--- src/rtl/sercfg_pkg.sv ---
package sercfg_pkg;

  localparam int CFG_W    = 5;
  localparam int CFG_N    = 4;
  localparam int IDX_W    = $clog2(CFG_N);
  localparam logic [CFG_W-1:0] CFG0_INIT = 5'h1F;
  localparam logic [CFG_W-1:0] MODE_MASK = 5'h0C;

  typedef logic [CFG_W-1:0] cfg_t;

  typedef struct packed {
    logic mir;
    logic chr;
    logic prg;
  } refresh_t;

  // which downstream decoders depend on a given register
  function automatic refresh_t refresh_for(input logic [IDX_W-1:0] idx);
    refresh_t r;
    r.mir = (idx == 2'd0);
    r.chr = (idx != 2'd3);
    r.prg = (idx != 2'd2);
    return r;
  endfunction

  function automatic cfg_t force_mode(input cfg_t v);
    return v | MODE_MASK;
  endfunction

  function automatic cfg_t place_bit(input cfg_t word, input int unsigned pos, input logic b);
    cfg_t w;
    w = word;
    w[pos] = b;
    return w;
  endfunction

endpackage

--- src/rtl/sercfg_guard.sv ---
module sercfg_guard #(
  parameter int GUARD_CYC = 2
) (
  input  logic clk,
  input  logic rst_n,
  input  logic tick,
  input  logic restart,
  output logic open_o
);
  localparam int CW = $clog2(GUARD_CYC + 1);
  localparam logic [CW-1:0] SAT = CW'(GUARD_CYC);

  logic [CW-1:0] since_q;

  assign open_o = (since_q >= SAT);

  always_ff @(posedge clk or negedge rst_n) begin
    if (!rst_n)
      since_q <= SAT;
    else if (restart)
      since_q <= '0;
    else if (tick && (since_q < SAT))
      since_q <= since_q + 1'b1;
  end
endmodule

--- src/rtl/sercfg_shift.sv ---
module sercfg_shift
  import sercfg_pkg::*;
(
  input  logic       clk,
  input  logic       rst_n,
  input  logic       push,
  input  logic       clear,
  input  logic       bit_in,
  output logic       commit_o,
  output cfg_t       word_o,
  output logic [$clog2(CFG_W+1)-1:0] fill_o
);
  localparam int FW = $clog2(CFG_W + 1);
  localparam logic [FW-1:0] LAST = FW'(CFG_W - 1);

  cfg_t          word_q;
  logic [FW-1:0] fill_q;
  cfg_t          word_nxt;

  assign word_nxt = place_bit(word_q, int'(fill_q), bit_in);
  assign commit_o = push && (fill_q == LAST);
  assign word_o   = word_nxt;
  assign fill_o   = fill_q;

  always_ff @(posedge clk or negedge rst_n) begin
    if (!rst_n) begin
      word_q <= '0;
      fill_q <= '0;
    end else if (clear || commit_o) begin
      word_q <= '0;
      fill_q <= '0;
    end else if (push) begin
      word_q <= word_nxt;
      fill_q <= fill_q + 1'b1;
    end
  end
endmodule

--- src/rtl/sercfg_regs.sv ---
module sercfg_regs
  import sercfg_pkg::*;
(
  input  logic             clk,
  input  logic             rst_n,
  input  logic             commit,
  input  logic [IDX_W-1:0] target,
  input  cfg_t             word,
  input  logic             mode_reset,
  output cfg_t             cfg_o [CFG_N],
  output logic [CFG_N-1:0] upd_o,
  output refresh_t         refresh_o,
  output logic             reset_pulse_o
);
  genvar gi;
  generate
    for (gi = 0; gi < CFG_N; gi++) begin : g_reg
      localparam cfg_t INIT = (gi == 0) ? CFG0_INIT : '0;
      cfg_t r_q;
      logic hit;
      assign hit = commit && (target == IDX_W'(gi));
      always_ff @(posedge clk or negedge rst_n) begin
        if (!rst_n)
          r_q <= INIT;
        else if (hit)
          r_q <= word;
        else if ((gi == 0) && mode_reset)
          r_q <= force_mode(r_q);
      end
      assign cfg_o[gi] = r_q;
      always_ff @(posedge clk or negedge rst_n) begin
        if (!rst_n) upd_o[gi] <= 1'b0;
        else        upd_o[gi] <= hit;
      end
    end
  endgenerate

  refresh_t ref_nxt;
  always_comb begin
    ref_nxt = '0;
    if (commit) ref_nxt = refresh_for(target);
    if (mode_reset) ref_nxt.prg = 1'b1;
  end

  always_ff @(posedge clk or negedge rst_n) begin
    if (!rst_n) begin
      refresh_o     <= '0;
      reset_pulse_o <= 1'b0;
    end else begin
      refresh_o     <= ref_nxt;
      reset_pulse_o <= mode_reset;
    end
  end
endmodule

--- src/rtl/ser_cfg_loader.sv ---
module ser_cfg_loader
  import sercfg_pkg::*;
#(
  parameter int GUARD_CYC = 2
) (
  input  logic        clk,
  input  logic        rst_n,
  input  logic        cpu_tick,
  input  logic        wr_en,
  input  logic [15:0] wr_addr,
  input  logic        wr_d7,
  input  logic        wr_d0,
  output logic [4:0]  cfg0,
  output logic [4:0]  cfg1,
  output logic [4:0]  cfg2,
  output logic [4:0]  cfg3,
  output logic [3:0]  upd_strobe,
  output logic        refresh_mirror,
  output logic        refresh_chr,
  output logic        refresh_prg,
  output logic        cmd_reset
);
  // named internal events
  logic             in_window;
  logic             guard_open;
  logic             acc;
  logic             acc_reset;
  logic             acc_bit;
  logic             commit;
  cfg_t             word;
  logic [IDX_W-1:0] target;
  logic [$clog2(CFG_W+1)-1:0] fill_level;
  cfg_t             regs [CFG_N];
  refresh_t         refresh;

  assign in_window = wr_en && wr_addr[15];
  assign acc       = in_window && guard_open;
  assign acc_reset = acc && wr_d7;
  assign acc_bit   = acc && !wr_d7;
  assign target    = wr_addr[14:13];

  sercfg_guard #(.GUARD_CYC(GUARD_CYC)) u_guard (
    .clk     (clk),
    .rst_n   (rst_n),
    .tick    (cpu_tick),
    .restart (acc_reset),
    .open_o  (guard_open)
  );

  sercfg_shift u_shift (
    .clk      (clk),
    .rst_n    (rst_n),
    .push     (acc_bit),
    .clear    (acc_reset),
    .bit_in   (wr_d0),
    .commit_o (commit),
    .word_o   (word),
    .fill_o   (fill_level)
  );

  sercfg_regs u_regs (
    .clk           (clk),
    .rst_n         (rst_n),
    .commit        (commit),
    .target        (target),
    .word          (word),
    .mode_reset    (acc_reset),
    .cfg_o         (regs),
    .upd_o         (upd_strobe),
    .refresh_o     (refresh),
    .reset_pulse_o (cmd_reset)
  );

  assign cfg0           = regs[0];
  assign cfg1           = regs[1];
  assign cfg2           = regs[2];
  assign cfg3           = regs[3];
  assign refresh_mirror = refresh.mir;
  assign refresh_chr    = refresh.chr;
  assign refresh_prg    = refresh.prg;
endmodule

--- config.mk ---
export PLATFORM = sky130hd
export DESIGN_NAME = ser_cfg_loader
export DESIGN_NICKNAME = d
export VERILOG_FILES = /design/src/rtl/sercfg_pkg.sv /design/src/rtl/sercfg_guard.sv /design/src/rtl/sercfg_shift.sv /design/src/rtl/sercfg_regs.sv /design/src/rtl/ser_cfg_loader.sv
export SDC_FILE = /design/constraint.sdc
export NUM_CORES = 1
export LEC_CHECK = 0
export CAP_MARGIN = 20
export CORE_ASPECT_RATIO = 0.5
export CORE_MARGIN = 10
export CORE_UTILIZATION = 49
export DETAILED_ROUTE_END_ITERATION = 8
export HOLD_SLACK_MARGIN = 0.06
export PLACE_DENSITY_LB_ADDON = 0.1
export SYNTH_ARGS = -nofsm -noshare
export SYNTH_HDL_FRONTEND = slang
export SYNTH_SLANG_ARGS = --single-unit
--- constraint.sdc ---
create_clock -name clk -period 5.6 [get_ports clk]
set_input_delay 1.12 -clock clk [delete_from_list [all_inputs] [get_ports clk]]
set_output_delay 1.12 -clock clk [all_outputs]
set_load 0.01 [all_outputs]
### Word-level counts from Yosys, hierarchy flattened

Cells that the tools add are included.

| word-level totals | value |
|---|---|
| register bits | 38 |
| input port bits | 22 |
| output and inout bits | 28 |
| logic and storage cells | 58 |

| cells by class | value |
|---|---|
| $add $sub $neg | 2 |
| order comparisons | 4 |
| equality and inequality tests | 6 |
| muxes and demuxes | 13 |
| reduce and logical (&&, ||, !) cells | 17 |

Operator list:

| operator | number |
|---|---|
| two-way mux 5 bit | 3 |
| logical AND 1 bit | 11 |
| two-way mux 3 bit | 3 |
| nonzero test 2 bit | 3 |
| bitwise mux 5 bit | 1 |
| == test 2 bit (second input constant) | 2 |
| < comparator 3 x 4 -> 1 bit (second input constant) | 1 |
| two-way mux 2 bit | 2 |
| two-way mux 4 bit | 1 |
| inequality test 2 bit (second input constant) | 2 |
| adder 3 x 1 -> 3 bit (second input constant) | 1 |
| demux 1 bit (select 3 bit) | 1 |
| == test 3 bit (second input constant) | 1 |
| greater-or-equal comparator 3 x 1 -> 1 bit (second input constant) | 1 |
| adder 2 x 1 -> 2 bit (second input constant) | 1 |
| == test 2 x 1 -> 1 bit (second input constant) | 1 |
| greater-or-equal comparator 2 bit (second input constant) | 1 |
| zero test 2 bit | 1 |
| < comparator 2 bit (second input constant) | 1 |
| two-way mux 1 bit | 2 |
| zero test 1 bit | 1 |
| logical OR 1 bit | 1 |

### Depth between registers and ports, before layout

Gate-level depths: netlist of the first run.

| depth | value |
|---|---|
| word-level depth | 7 |
| gate-level depth with buffers | 6 |
| gate-level depth less buffers | 5 |

### Cells and area by module

Synthesis of the first run repeated with hierarchy kept, for this count alone.

| unflattened totals | value |
|---|---|
| cells, all modules | 128 |
| area, all modules | 1,689.1 um2 |

By module, submodules not included:

| module | instances | cells each | area an instance (um2) | sequential area each (um2) |
|---|---|---|---|---|
| sercfg_regs | 1 | 62 | 998.5 | 681.9 |
| sercfg_shift | 1 | 52 | 543.0 | 200.2 |
| sercfg_guard | 1 | 12 | 127.6 | 51.3 |
| ser_cfg_loader | 1 | 2 | 20.0 | 0.0 |

### Least setup slack after synthesis of the first run

OpenSTA, ideal clock, no wires.

| timing path | value |
|---|---|
| path type | input to register |
| from | input port wr_d7 |
| to | register u_regs.g_reg[0].r_q[0] |
| setup time | 0.082 ns |
| arrival | 2.142 ns |
| required time | 5.518 ns |
| setup slack | 3.375 ns |
| stages on the path | 4 |
| path buffers | 1 |
| cells stage by stage | nand3b_4 > or4_4 > buf_6 > mux2_4 |

| on the way | value |
|---|---|
| word-level cells in the longest chain between the ends | 5 |

RTL lines:

| element | line | text |
|---|---|---|
| start, declared | ser_cfg_loader.sv:11 | `input logic wr_d7,` |
| zero test 1 bit (*) | ser_cfg_loader.sv:39 | `assign acc_bit = acc && !wr_d7;` |
| logical AND 1 bit (*) | ser_cfg_loader.sv:39 |  |
| logical AND 1 bit (*) | sercfg_shift.sv:21 | `assign commit_o = push && (fill_q == LAST);` |
| logical AND 1 bit (*) | sercfg_regs.sv:21 | `assign hit = commit && (target == IDX_W'(gi));` |
| two-way mux 5 bit | sercfg_regs.sv:25 | `else if (hit)` |
| end signal, assigned | sercfg_regs.sv:26 | `r_q <= word;` |
| end signal, assigned | sercfg_regs.sv:28 | `r_q <= force_mode(r_q);` |
| end, declared | sercfg_regs.sv:19 | `cfg_t r_q;` |

Every way passes the cells marked *; elsewhere a longest branch is shown, timed or not. The select of a mux whose other input is x is not followed.
A chain may end at the register's enable or synchronous reset.

### Worst setup path in the final report of the first run

| timing path | value |
|---|---|
| from | input port wr_d7 |
| to | register u_regs.g_reg[3].r_q[0] |

| on the way | value |
|---|---|
| word-level cells in the longest chain between the ends | 4 |

RTL lines:

| element | line | text |
|---|---|---|
| zero test 1 bit | ser_cfg_loader.sv:39 |  |
| logical AND 1 bit | ser_cfg_loader.sv:39 |  |
| logical AND 1 bit | sercfg_shift.sv:21 |  |
| logical AND 1 bit | sercfg_regs.sv:21 |  |
| via u_regs.g_reg[3].hit | sercfg_regs.sv:20 | `logic hit;` |
| end signal, assigned | sercfg_regs.sv:26 |  |
| end signal, assigned | sercfg_regs.sv:28 |  |
| end, declared | sercfg_regs.sv:19 |  |

The timed path passes the listed nets, and every way through them passes these cells.

==> results.toml, run 1 <==
[outcome]
status = "finished clean"

[global_routing]
track_usage_pct = 12.1
busiest_layer = "met2"
antenna_found_initial = 0
grt_pass1_wl_um = 5710
grtUsageMet2_pct = 19.6
grt_util_met3_pct = 6.24
use_met1_pct = 14.0
overflow = 0
grt_pass1_vias = 1126
grt_max_degree = 38

[floorplanning]
design.die.area_um2 = 6220
initial_utilization_pct = 52.8
coreArea_um2 = 3120
rows = 14
io_pins = 50
die_y_um = 61.0
die_width_um = 102

[routing]
drt_pre_antenna_iters = 4
ant_nets = 0
routed_wl_um = 3540
drtIter0Drc = 33
routedWlPerCell_um = 17.9
vias_per_cell = 5.30
dr_total_vias = 1049
post-route-drc-count = 0

[setup_path]
crit_slowest_cell = "clkdlybuf4s50_1"
cp.arrival_ns = 2.84
r2r_end = "u_regs.g_reg[3].r_q[0]"
crit_type = "in2reg"
path_depth = 4
worst-r2r-setup-slack_ns = 3.51
crit_path_start_kind = "input pin"
path_cells = "clkdlybuf4s50_1 > nand3b_4 > nor3_2 > mux2_2"
path_buf_inv = 1
critical_path.top_delay_family = "simple AND/OR/NAND/NOR gates"
end_kind = "flip-flop"
cp_max_fo = 7
worstReg2RegStart = "u_guard.since_q[1]"
cp_data_required_time_ns = 5.77
cp-startpoint = "wr_d7"
slowest_delay_ns = 0.53
reg2reg_depth = 4

[layout]
layout_common_cells = "35 x clkdlybuf4s50_1, 31 x dfrtp_1, 20 x mux2_2"
antenna_cells = 0
fillers = 227
syn_to_final_growth_pct = 29.1
final_common_cell = "clkdlybuf4s50_1"
final_nets = 182
drive_gt1_share_pct = 27.2

[min_path]
hold_end = "u_regs.g_reg[1].r_q[1]"
hold_start = "u_regs.g_reg[1].r_q[1]"
worstHoldPathCells = 1
hp-class = "reg2reg"

[cts]
clock_path_buffers = 2
cts_setup_buffers = 0
htree_levels = 2
clk_pin_slew_ns = 0.07
cts_hold_buf = 0
cts_resized = 0
root_buffer = "clkbuf_8"
insertion_delay_ns = 0.28
tritoncts = "built"
clock_sinks = 37
cts_made_buffers = 5

[placed_design]
place_congestion = 0.694
dp_hpwl_um = 2570
place_ws_ns = 2.62
io_buffers = 36

[timing]
setup_tns_ns = 0
rsz0062_at_grt = "no"
hold_viol = 0
slew_violations = 0
finalSetupViolCount = 0
max_freq_ghz = 0.375
setup_ws_ns = 2.93
fin_worst_skew_ns = 0.00856
timing.hold.ws_ns = 0.512
slew-limit-headroom_pct = 47.0
tightestPinTransition_ns = 0.796
post-route-period-util_pct = 47.6
period_minus_slack_ns = 2.67

[power]
power.leakage_nw = 0.995
power.density_nw_per_um2 = 381
ir_drop_mv = 0.179

[synthesis]
syn_avg_cell_area_um2 = 14.0
synth_fp_nets = 143
ys_types = 29
synth-seq-cells = 37
seq_area_frac_synth_pct = 56.6
syn-instance-count = 118
syn-cell-area_um2 = 1650
yosysWarnings = 0

[run]
drv_cap = 0
## flip-flops by register name (all words and copies together) (netlist names)
name / count
u_regs.reset_pulse_o: 1
u_regs.refresh_o: 3
u_shift.fill_o: 3
u_shift.word_q: 5
u_regs.g.r_q: 20
u_regs.upd_o: 3
u_guard.since_q: 2
## cell families after synthesis
kind of cell,Yosys count,synth area share (%)
compound gates,16,7.29
xor+xnor,1,0.532
fa+ha+maj,3,2.28
buf+inv,10,3.42
flops,37,56.6
mux,27,18.8
simple gates,24,11.0
## per-layer routing
metal	share of wire (%)	routed length (um)
met1	43	1530
met2	47	1660
met3	9.1	321
met4	0.82	29
met5	0	0
## cell usage after synthesis (all sizes together)
cell     n  area, um^2
dfrtp   31         776
mux2    23         270
dfstp    6         158
inv      6        22.5
nand2    5        18.8
nor3b    5        37.5
a21oi    4        20.0
a22o     4        35.0
buf      4        33.8
mux2i    4        40.0
ha       3        37.5
nor2     3        11.3
nor3     3        25.0
o21ai    3        15.0
a31oi    2        12.5
and2     2        12.5
nand3b   2        27.5
and2b    1        7.51
nand2b   1        6.26
nor4b    1        23.8
o211a    1        10.0
o211ai   1        21.3
o22ai    1        6.26
or4      1        11.3
xnor2    1        8.76
## worst reg2reg max path: stages, from the launching register on
cell and delay, ns:
dfstp_2 0.58, ha_1 0.23, o211ai_4 0.20, nor3_2 0.56
mux2_2 0.40
## worst max path at each step
| stage | endpoint |
|---|---|
| after floorplan | u_regs.g_reg[0].r_q[0] |
| after global placement | u_regs.g_reg[1].r_q[4] |
| after detailed placement | u_regs.g_reg[3].r_q[0] |
| after CTS | u_regs.g_reg[3].r_q[0] |
| after global routing | u_regs.g_reg[3].r_q[0] |
| final | u_regs.g_reg[3].r_q[0] |
## report_power, final
group	switching [mW]	total [mW]	leakage (nW)	internal, mW
clock	0.0940	0.226	0.0552	0.132
combinational	0.110	0.225	0.451	0.114
sequential	0.0441	0.359	0.489	0.315
total	0.248	0.809	0.995	0.561
## stage by stage
stage	util (%)	cell area (um^2)	instances	power [mW]
6_report	68.2	2130	198	0.809
5_1_grt	68.2	2130	198	0.853
4_1_cts	68.2	2130	198	0.817
3_5_place_dp	64.8	2020	190	0.587
3_3_place_gp	64.8	2020	190	0.575
2_1_floorplan	-	1650	118	0.506
## area by class of cell
class                           instances  area [um^2]  area share, %
Clock inverter                          2         35.0           1.65
Sequential cell                        37          933           43.9
Clock buffer                            6         72.6           3.41
Tap cell                               40         50.0           2.35
Inverter                                6         22.5           1.06
Multi-Input combinational cell         71          658           30.9
Timing Repair Buffer                   36          355           16.7
(Power assumes the default switching activity.)
==> run 2, diff against run 1 <==
Settings changed: CORE_UTILIZATION 49 to 42.
Clock period 5.6 ns to 2.1 ns, I/O delays scaled along.
==> run 2 against run 1 <==
Net effect: critical path depth increased by 2; count of clock-buffer cells in the layout rose by 1; clock skew decreased by 0.0039 ns; worst hold slack got worse by 0.35 ns; global-route usage is 1.1 points lower; critical endpoint is now u_regs.g_reg[3].r_q[2]; combinational power rose to 2.8 times the previous value; sequential share of layout area is 1.8 points lower; sequential power rose to 2.6 times the previous value; critical path type is now reg2reg; non-clock buffer count up 9; register-to-register slack lost 3.4 ns; power increased to 2.7 times the previous value; die area is 12% higher.
==> results.toml, run 2 (synthesis gave the netlist of run 1 again) <==
[outcome]
status = "finished clean"

[cts]
cts_setup_buffers = 0
tritoncts = "built"
cts_made_buffers = 5
clk_pin_slew_ns = 0.07
root_buffer = "clkbuf_8"
htree_levels = 2
insertion_delay_ns = 0.29
clock_path_buffers = 2
cts_hold_buf = 0
cts_resized = 0
clock_sinks = 37

[routing]
routedWlPerCell_um = 16.0
routed_wl_um = 3480
drt_pre_antenna_iters = 4
ant_nets = 0
drtIter0Drc = 25
dr_total_vias = 1060
vias_per_cell = 4.86
post-route-drc-count = 0

[placed_design]
place_congestion = 0.719
io_buffers = 36
dp_hpwl_um = 2490
dp_cells = 210

[layout]
layout_common_cells = "35 x clkdlybuf4s50_1, 31 x dfrtp_1, 20 x mux2_2"
antenna_cells = 0
multi_input_area_um2 = 658
seq_area_um2 = 933
reg_top3 = "u_regs.g.r_q x20, u_shift.word_q x5"
fillers = 287
syn_to_final_growth_pct = 34.5
final_common_cell = "clkdlybuf4s50_1"
largest_reg_flops = 20
stdcell_count = 218
drive_gt1_share_pct = 31.1
top_register = "u_regs.g.r_q"
final_nets = 191

[setup_path]
worstReg2RegStart = "u_guard.since_q[1]"
crit_path_start_kind = "flip-flop"
cp_data_required_time_ns = 2.28
cp_max_fo = 6
cp.arrival_ns = 2.14
end_kind = "flip-flop"
crit_type = "reg2reg"
cp-startpoint = "u_guard.since_q[1]"

[power]
power.switching_uw = 654
sw_frac_of_total_pct = 29.7
ir_drop_mv = 0.505
pwr-share-clk_pct = 29.0
power.density_nw_per_um2 = 995
internal_power_mw = 1.55
pwr-share-comb_pct = 28.4
power_frac_seq_pct = 42.6
power.leakage_nw = 1.04

[floorplanning]
rows = 15
coreArea_um2 = 3600
design.die.area_um2 = 6980
die_width_um = 109
io_pins = 50
initial_utilization_pct = 45.7
die_y_um = 64.3

[global_routing]
grt_pass1_vias = 1155
antenna_found_initial = 0
track_usage_pct = 11.0
overflow = 0
grt_max_degree = 38
grt_pass1_wl_um = 5810

[timing]
hold_viol = 0
period_minus_slack_ns = 1.96
post-route-period-util_pct = 93.4
max_freq_ghz = 0.510
slew-limit-headroom_pct = 68.0
finalSetupViolCount = 0
fin_worst_skew_ns = 0.00467
rsz0062_at_grt = "no"
timing.hold.ws_ns = 0.166
tightestPinTransition_ns = 0.481
slew_violations = 0
setup_tns_ns = 0

[min_path]
hp-class = "in2async"

[run]
drv_cap = 0
[run 2: cell count changes in the layout (fill, tap and decap cells not counted)]
cell / previous run / this run
buf_4: 0 / 9
clkbuf_8: 5 / 6
clkinv_2: 1 / 0
[run 2: power by group through the flow]
stage / logic [mW] / registers [mW] / clock network (mW)
finish: 0.627 / 0.939 / 0.640
global route: 0.702 / 0.962 / 0.687
CTS: 0.639 / 0.939 / 0.662
detailed placement: 0.632 / 0.951 / 0
global placement: 0.621 / 0.943 / 0
floorplan: 0.397 / 0.952 / 0
[run 2: per-layer routing]
layer | part of all wire, % | up-vias | track usage, %
li1 | - | 512 | -
met1 | 48 | 519 | 13.5
met2 | 41 | 25 | 15.2
met3 | 9.6 | 4 | 6.30
met4 | 1.3 | 0 | 4.90
met5 | 0 | - | 0
[run 2: area by class of cell]
| cell class | count | area share (%) |
|---|---|---|
| flip-flops and latches | 37 | 42.1 |
| multi-input cells | 71 | 29.7 |
| repair buffers | 45 | 19.1 |
| clock buffers | 7 | 3.89 |
| well taps | 51 | 2.88 |
| clock inverters | 1 | 1.35 |
| inverters | 6 | 1.02 |
[run 2: worst paths after layout]
path	endpoint	slack, ns	depth (start not counted)
setup / recovery	u_regs.g_reg[3].r_q[2]	0.14	6
hold / removal	u_guard.since_q[0]	0.17	2
setup reg to reg	u_regs.g_reg[3].r_q[2]	0.14	6
hold reg to reg	u_regs.g_reg[1].r_q[3]	0.51	1
max in group asynchronous	u_regs.g_reg[0].r_q[4]	1.57	2
min in group clk	u_regs.g_reg[1].r_q[3]	0.51	1
[run 2: through the flow]
step,utilization [%],setup WS [ns],instance area (um^2),power [mW]
after floorplan,-,0.205,1650,1.35
after global placement,58.3,0.0133,2100,1.56
after detailed placement,58.3,0.0186,2100,1.58
after CTS,61.5,0.142,2220,2.24
after global routing,61.5,0.0245,2220,2.35
final,61.5,0.138,2220,2.21
[run 2: critical path, cell delays in order, from the launching register on]
cell and delay (ns):
dfstp_2 0.58, ha_1 0.23, o211ai_4 0.14, buf_4 0.17
nor3_2 0.21, buf_4 0.19, mux2_2 0.33
